[src/rtl/sam_pkg.sv]
package sam_pkg;

    typedef enum logic [1:0] {
        ST_IDLE = 2'd0,
        ST_RUN  = 2'd1,
        ST_DONE = 2'd2
    } sam_state_e;

    typedef struct packed {
        logic load;
        logic step;
    } sam_ctl_t;

    function automatic int unsigned iter_cnt_width(input int unsigned n);
        return (n <= 2) ? 1 : $clog2(n);
    endfunction

endpackage

[src/rtl/sam_ctrl.sv]
module sam_ctrl
    import sam_pkg::*;
#(
    parameter int unsigned OP_W = 32
) (
    input  logic     clk,
    input  logic     rst,
    input  logic     start,
    output sam_ctl_t ctl,
    output logic     running,
    output logic     done
);
    localparam int unsigned     CNT_W = iter_cnt_width(OP_W);
    localparam logic [CNT_W-1:0] LAST = CNT_W'(OP_W - 1);

    sam_state_e       state_q;
    logic [CNT_W-1:0] cnt_q;

    always_ff @(posedge clk) begin
        if (rst) begin
            state_q <= ST_IDLE;
            cnt_q   <= '0;
        end else begin
            unique case (state_q)
                ST_RUN: begin
                    if (cnt_q == LAST) begin
                        state_q <= ST_DONE;
                    end else begin
                        cnt_q <= cnt_q + CNT_W'(1);
                    end
                end
                default: begin
                    if (start) begin
                        state_q <= ST_RUN;
                        cnt_q   <= '0;
                    end
                end
            endcase
        end
    end

    always_comb begin
        ctl.step = (state_q == ST_RUN);
        ctl.load = start && (state_q != ST_RUN);
        running  = ctl.step;
        done     = (state_q == ST_DONE);
    end

endmodule

[src/rtl/sam_adder.sv]
module sam_adder #(
    parameter int unsigned W = 32
) (
    input  logic [W-1:0] a,
    input  logic [W-1:0] b,
    input  logic         en,
    output logic [W-1:0] sum,
    output logic         cout
);
    logic [W-1:0] addend;
    logic [W:0]   total;

    always_comb begin
        addend      = en ? b : '0;
        total       = {1'b0, a} + {1'b0, addend};
        {cout, sum} = total;
    end

endmodule

[src/rtl/sam_datapath.sv]
module sam_datapath
    import sam_pkg::*;
#(
    parameter int unsigned OP_W = 32
) (
    input  logic              clk,
    input  logic              rst,
    input  sam_ctl_t          ctl,
    input  logic [OP_W-1:0]   mcand_in,
    input  logic [OP_W-1:0]   mplier_in,
    output logic [2*OP_W-1:0] product,
    output logic              ovf
);
    localparam int unsigned P_W = 2 * OP_W;

    logic [OP_W-1:0] mcand_q;
    logic [P_W-1:0]  prod_q;
    logic            ovf_q;
    logic [OP_W-1:0] sum;
    logic            cout;

    sam_adder #(.W(OP_W)) u_adder (
        .a    (prod_q[P_W-1:OP_W]),
        .b    (mcand_q),
        .en   (prod_q[0]),
        .sum  (sum),
        .cout (cout)
    );

    always_ff @(posedge clk) begin
        if (rst) begin
            mcand_q <= '0;
            prod_q  <= '0;
            ovf_q   <= 1'b0;
        end else if (ctl.load) begin
            mcand_q <= mcand_in;
            prod_q  <= {{OP_W{1'b0}}, mplier_in};
            ovf_q   <= 1'b0;
        end else if (ctl.step) begin
            prod_q  <= {cout, sum, prod_q[OP_W-1:1]};
            ovf_q   <= cout;
        end
    end

    assign product = prod_q;
    assign ovf     = ovf_q;

endmodule

[src/rtl/shift_add_mul.sv]
module shift_add_mul
    import sam_pkg::*;
#(
    parameter int unsigned OP_W = 32
) (
    input  logic              clk,
    input  logic              rst,
    input  logic              start,
    input  logic [OP_W-1:0]   mcand_in,
    input  logic [OP_W-1:0]   mplier_in,
    output logic [2*OP_W-1:0] product,
    output logic              done,
    output logic              ovf
);
    sam_ctl_t ctl;
    logic     running;

    sam_ctrl #(.OP_W(OP_W)) u_ctrl (
        .clk     (clk),
        .rst     (rst),
        .start   (start),
        .ctl     (ctl),
        .running (running),
        .done    (done)
    );

    sam_datapath #(.OP_W(OP_W)) u_dp (
        .clk       (clk),
        .rst       (rst),
        .ctl       (ctl),
        .mcand_in  (mcand_in),
        .mplier_in (mplier_in),
        .product   (product),
        .ovf       (ovf)
    );

endmodule

[config.mk]
export PLATFORM = sky130hd
export DESIGN_NAME = shift_add_mul
export DESIGN_NICKNAME = d
export VERILOG_FILES = /design/src/rtl/sam_pkg.sv /design/src/rtl/sam_ctrl.sv /design/src/rtl/sam_adder.sv /design/src/rtl/sam_datapath.sv /design/src/rtl/shift_add_mul.sv
export SDC_FILE = /design/constraint.sdc
export NUM_CORES = 1
export LEC_CHECK = 0
export ABC_AREA = 1
export BUFFER_PORTS_ARGS = -buffer_cell sky130_fd_sc_hd__clkbuf_2
export CAP_MARGIN = 5
export CELL_PAD_IN_SITES_DETAIL_PLACEMENT = 2
export CELL_PAD_IN_SITES_GLOBAL_PLACEMENT = 2
export CORE_AREA = 8 8 157 159
export DETAILED_ROUTE_END_ITERATION = 7
export DIE_AREA = 0 0 165 167
export HOLD_SLACK_MARGIN = 0.02
export PLACE_DENSITY = 0.95
export SETUP_SLACK_MARGIN = 0.5
export SYNTH_ARGS = -nofsm -noshare
export SYNTH_HDL_FRONTEND = slang
export SYNTH_SLANG_ARGS = --single-unit
export TNS_END_PERCENT = 30
[constraint.sdc]
create_clock -name clk -period 3.7 [get_ports clk]
set_input_delay 0.555 -clock clk [delete_from_list [all_inputs] [get_ports clk]]
set_output_delay 0.555 -clock clk [all_outputs]
set_load 0.05 [all_outputs]
=== Yosys cells after proc, flatten, opt, wreduce, memory -nomap -nowiden ===
Cells that the tools add are included.

* Output and inout port bits: 66
* Register bits after elaboration: 104

* Reductions and logical operators: 6
* Add/subtract/negate cells: 2
* Multiplexer cells: 9
* Equal/unequal tests: 6

{| class="wikitable"
|+ Operator list
! operator !! number
|-
| 2-to-1 mux 32 bit || 3
|-
| adder 32 x 32 -> 33 bit || 1
|-
| 2-to-1 mux 5 bit || 3
|-
| 2-to-1 mux 2 bit || 3
|-
| adder 5 x 1 -> 5 bit, second input constant || 1
|-
| equality test 5 bit, second input constant || 1
|-
| inequality test 2 x 1 -> 1 bit, second input constant || 2
|-
| AND reduction 2 bit || 2
|-
| nonzero test 2 bit || 2
|-
| equality test 2 x 1 -> 1 bit, second input constant || 1
|-
| equality test 2 bit, second input constant || 1
|-
| inequality test 2 bit, second input constant || 1
|-
| OR reduction 2 bit || 1
|-
| logical AND 1 bit || 1
|}

=== Logic depth before layout (Yosys ltp) ===
* Depth in word-level cells: 4
* Gate-level depth with buffers: 17
* Depth with buffers taken out: 15

=== Modules after synthesis ===
A second synthesis with hierarchy kept.

* Cell total of the unflattened synthesis: 1175
* Area, all modules: 6827.8 um2

{| class="wikitable"
|+ Modules (own cells, without submodules)
! module !! instances !! area an instance (um2) !! cells an instance
|-
| sam_datapath || 1 || 3822.4 || 552
|-
| sam_adder || 1 || 2637.5 || 572
|-
| sam_ctrl || 1 || 367.9 || 51
|}

=== Worst setup path after synthesis ===
OpenSTA, ideal clock, no wires.

* Path kind: register to register
* From: register u_dp.prod_q[0], in the netlist u_dp.product[0]
* To: register u_dp.prod_q[55], in the netlist u_dp.product[55]
* Arrival: 2.098 ns
* Cell stages (with the launch flop): 17
* Path slack: 1.493 ns
* Path buffers: 2
* Required time: 3.591 ns
* Cell sequence: dfxtp_1 > clkbuf_1 > clkbuf_1 > nand2_1 > inv_1 > ha_1 > fa_1 > nand3_1 > nand3_1 > nand2_1 > nand2_1 > nand3_1 > nand3_1 > nand2_1 > nand3_1 > nand2_1 > inv_1

* Longest elaborated chain between the ends: 2

{| class="wikitable"
|+ RTL lines
! what !! line !! text
|-
| start: declaration || sam_datapath.sv:17 || <nowiki>logic [P_W-1:0] prod_q;</nowiki>
|-
| start signal: assignment || sam_datapath.sv:37 || <nowiki>prod_q <= {{OP_W{1'b0}}, mplier_in};</nowiki>
|-
| start signal: assignment || sam_datapath.sv:40 || <nowiki>prod_q <= {cout, sum, prod_q[OP_W-1:1]};</nowiki>
|-
| 2-to-1 mux 32 bit || sam_adder.sv:14 || <nowiki>addend = en ? b : '0;</nowiki>
|-
| adder 32 x 32 -> 33 bit || sam_adder.sv:15 || <nowiki>total = {1'b0, a} + {1'b0, addend};</nowiki>
|}

No other way between the ends.
A chain may end at the register's enable or synchronous reset.

=== Worst setup path after layout ===
* From: register u_dp.prod_q[0], in the netlist u_dp.product[0]
* To: register u_dp.prod_q[59], in the netlist u_dp.product[59]

Same word-level chain as after synthesis.

==> flow_summary.json <==
{
  "numCtsBuffers": 9,
  "synth-seq-area-share": 0.3059,
  "clock-sinks": 103,
  "post-route-drc-count": 0,
  "path_clk_slew_ns": 0.08,
  "grt_pass1_vias": 9312,
  "cts_root_buffer": "clkbuf_16",
  "path_cells": "nand2_1, inv_1, ha_1, fa_1, nand3_1, nand3_1, nand3_1, nand3_1, nand2_1, nand2_1, nand2_1, nand3_1, nand2_1, inv_1",
  "ys_types": 29,
  "cts_setup_buffers": 0,
  "slew_headroom": 0.3335,
  "synth_top_area_frac": 0.3059,
  "muxShareOfSynthArea": 0,
  "clockBufferDepth": 2,
  "synth_top_family_by_area": "simple AND/OR/NAND/NOR gates",
  "synth_top_cells_by_area": "dfxtp_1 (31%), nand2_1 (19%), inv_1 (14%), nor2_1 (9.4%), ha_1 (6.3%)",
  "h-tree-depth": 3,
  "die_y_um": 167,
  "grt_pass1_wl_um": 52850,
  "finalInstanceArea_um2": 7968,
  "final-setup-viol-count": 0,
  "die_x_um": 165,
  "arrival_ns": 3.13,
  "synth-compound-area-share": 0.1106,
  "synth_nets": 1236,
  "synthSimpleGateAreaFrac": 0.3317,
  "crit_end": "u_dp.product[59]",
  "syn-cell-area_um2": 6740,
  "ios": 133,
  "vias_per_cell": 5.114,
  "r2r-start": "u_dp.product[0]",
  "port-buffer-count": 132,
  "hold_class": "primary input to flop",
  "finalHoldViolCount": 0,
  "setup_tns_ns": 0,
  "insertion_delay_ns": 0.39,
  "critical_path.max_fanout": 23,
  "place_congestion": 0.8211,
  "r2r_slack_ns": 0.84,
  "yosys_warnings": 0,
  "insertedDiodeCount": 0,
  "ctsResizeCount": 0,
  "max_stage_delay_ns": 0.48,
  "vias": 7850,
  "routed_wl_um": 34060,
  "cp-startpoint": "u_dp.product[0]",
  "yosys.area_share.adder": 0.06609,
  "fin_crit_ns": 2.858,
  "track_usage": 0.2493,
  "synth_seq_cells": 103,
  "maxCapViolCount": 0,
  "fin_crit_sh": 0.7725,
  "place_area_um2": 7627,
  "rsz0062_at_grt": "no",
  "final.setup_skew_ns": 0.009927,
  "status": "finished clean",
  "grt_max_degree": 55,
  "max_freq_mhz": 349.8,
  "fin_cells": 1535,
  "syn_inst": 1134,
  "die_area_um2": 27560,
  "nets": 1347,
  "timing.rr.end": "u_dp.product[59]",
  "timing.hold.ws_ns": 0.4078,
  "initial_utilization": 0.3032,
  "worstSetupPathType": "flop to flop",
  "area_growth_pct": 18.21,
  "drt_iter0_drc": 312,
  "slowest_stage": "fa_1",
  "r2r_cells": 14,
  "place_hpwl_um": 23780,
  "endpoint_kind": "flop",
  "fp.coreArea_um2": 22230,
  "max-vdd-ir-drop_mv": 0.2454,
  "wl_per_cell_um": 22.19,
  "synth.avg_cell_area_um2": 5.944,
  "worstMarginPinSlew_ns": 0.9936,
  "seq_area_um2": 2063,
  "hold_buffers": 0,
  "rows": 55,
  "synth_xor_area_frac": 0.01819,
  "power_density_nw_per_um2": 388.2,
  "ant_nets": 0,
  "drive_above_1_share": 0.1296,
  "critPathRequiredTime_ns": 3.97,
  "dp.cells": 1519,
  "p_leak_nw": 4.833,
  "grt_overflow": 0,
  "antenna_found_initial": 0,
  "multi_input_area_um2": 3550,
  "fillers": 2802,
  "synth_top_cell_by_area": "dfxtp_1",
  "drt_pass1_iterations": 4,
  "cts_tree": "built",
  "cp-start-kind": "flop",
  "slew_violations": 0
}
## synthesized netlist by cell type
library cell	number
buf_1	5
o22ai_1	3
a21oi_1	30
o21ai_1	5
nand2_1	337
inv_2	4
nand4_1	5
nand3b_1	1
a21o_1	2
o21ai_0	51
nand3_1	46
nor3_1	5
xor2_1	12
nor2_4	2
xnor2_1	2
dfxtp_1	103
a22oi_1	1
fa_1	1
buf_4	3
o211ai_1	2
nor2_1	169
buf_2	11
clkbuf_1	18
buf_6	1
nor2_8	1
ha_1	34
o21bai_1	3
inv_1	250
o221ai_1	27
## stage by stage
step / util / power (mW) / worst slack [ns]
after global routing: 0.3585 / 3.196 / 0.6653
after global placement: 0.3431 / 1.851 / 1.129
after CTS: 0.3584 / 3.112 / 0.6267
after floorplan: - / 1.681 / 1.493
final: 0.3585 / 3.093 / 0.8416
after detailed placement: 0.3431 / 1.904 / 0.8954
## cell families after synthesis
group                    after synthesis
flip-flops                           103
AND/OR/NAND/NOR                      566
adder cells (fa/ha/maj)               35
XOR/XNOR                              14
buffers and inverters                292
AO/OA/AOI/OAI                        124
## sequential cells by signal, summed over array words and instances (netlist names)
register,count
u_ctrl.cnt_q,5
u_ctrl.state_q,2
u_dp.product,64
u_dp.mcand_q,32
## worst min-delay path by stage
stage	slack, ns	endpoint	cells past startpoint	from
floorplan	0.44	u_ctrl.cnt_q[2]	2	u_ctrl.cnt_q[2]
global placement	0.45	u_ctrl.cnt_q[4]	2	u_ctrl.cnt_q[4]
detailed placement	0.48	u_ctrl.cnt_q[4]	2	u_ctrl.cnt_q[4]
CTS	0.40	u_dp.mcand_q[4]	3	mcand_in[4]
global route	0.43	u_dp.mcand_q[27]	3	mcand_in[27]
finish	0.41	u_dp.mcand_q[4]	3	mcand_in[4]
## per-layer routing
layer | vias to the layer above | global-route usage | routed length [um] | share of wire
met4 | 0 | 0.1383 | 1617 | 0.047
met5 | - | 0 | 0 | 0
met3 | 111 | 0.05720 | 1902 | 0.056
li1 | 3642 | - | - | -
met1 | 3851 | 0.2706 | 13420 | 0.39
met2 | 246 | 0.4358 | 17130 | 0.50
## cell usage in the layout, fill, tap and decap left out, drive strengths merged
cell type / instances
buf: 6
ha: 34
o211ai: 2
inv: 256
fa: 1
xor2: 12
nand4: 5
dfxtp: 103
clkinv: 3
nand2: 337
bufinv: 2
a22oi: 1
nor2: 172
nor3: 5
o221ai: 27
xnor2: 2
nand3b: 1
a21o: 2
nand3: 46
clkbuf: 141
o21bai: 3
a21oi: 30
o22ai: 3
o21ai: 56
## power by group
part | internal [mW] | switching (mW)
combinational | 0.169 | 0.486
clock | 0.613 | 0.571
sequential | 1.18 | 0.0702
total | 1.97 | 1.13
## worst max-delay path: cells and delay by family (launching register included)
kind | cells | cell delay, ns
fa+ha+maj | 2 | 0.73
buf+inv | 2 | 0.13
flops | 1 | 0.46
simple gates | 10 | 1.41
## area by class of cell
| cell class | instances | area share |
|---|---|---|
| clock buffers | 9 | 0.02827 |
| clock inverters | 7 | 0.01429 |
| inverters | 254 | 0.1197 |
| multi-input cells | 739 | 0.4455 |
| flip-flops and latches | 103 | 0.2590 |
| well taps | 285 | 0.04476 |
| repair buffers | 138 | 0.08857 |
Note: power is estimated with default switching activity, not from simulation.
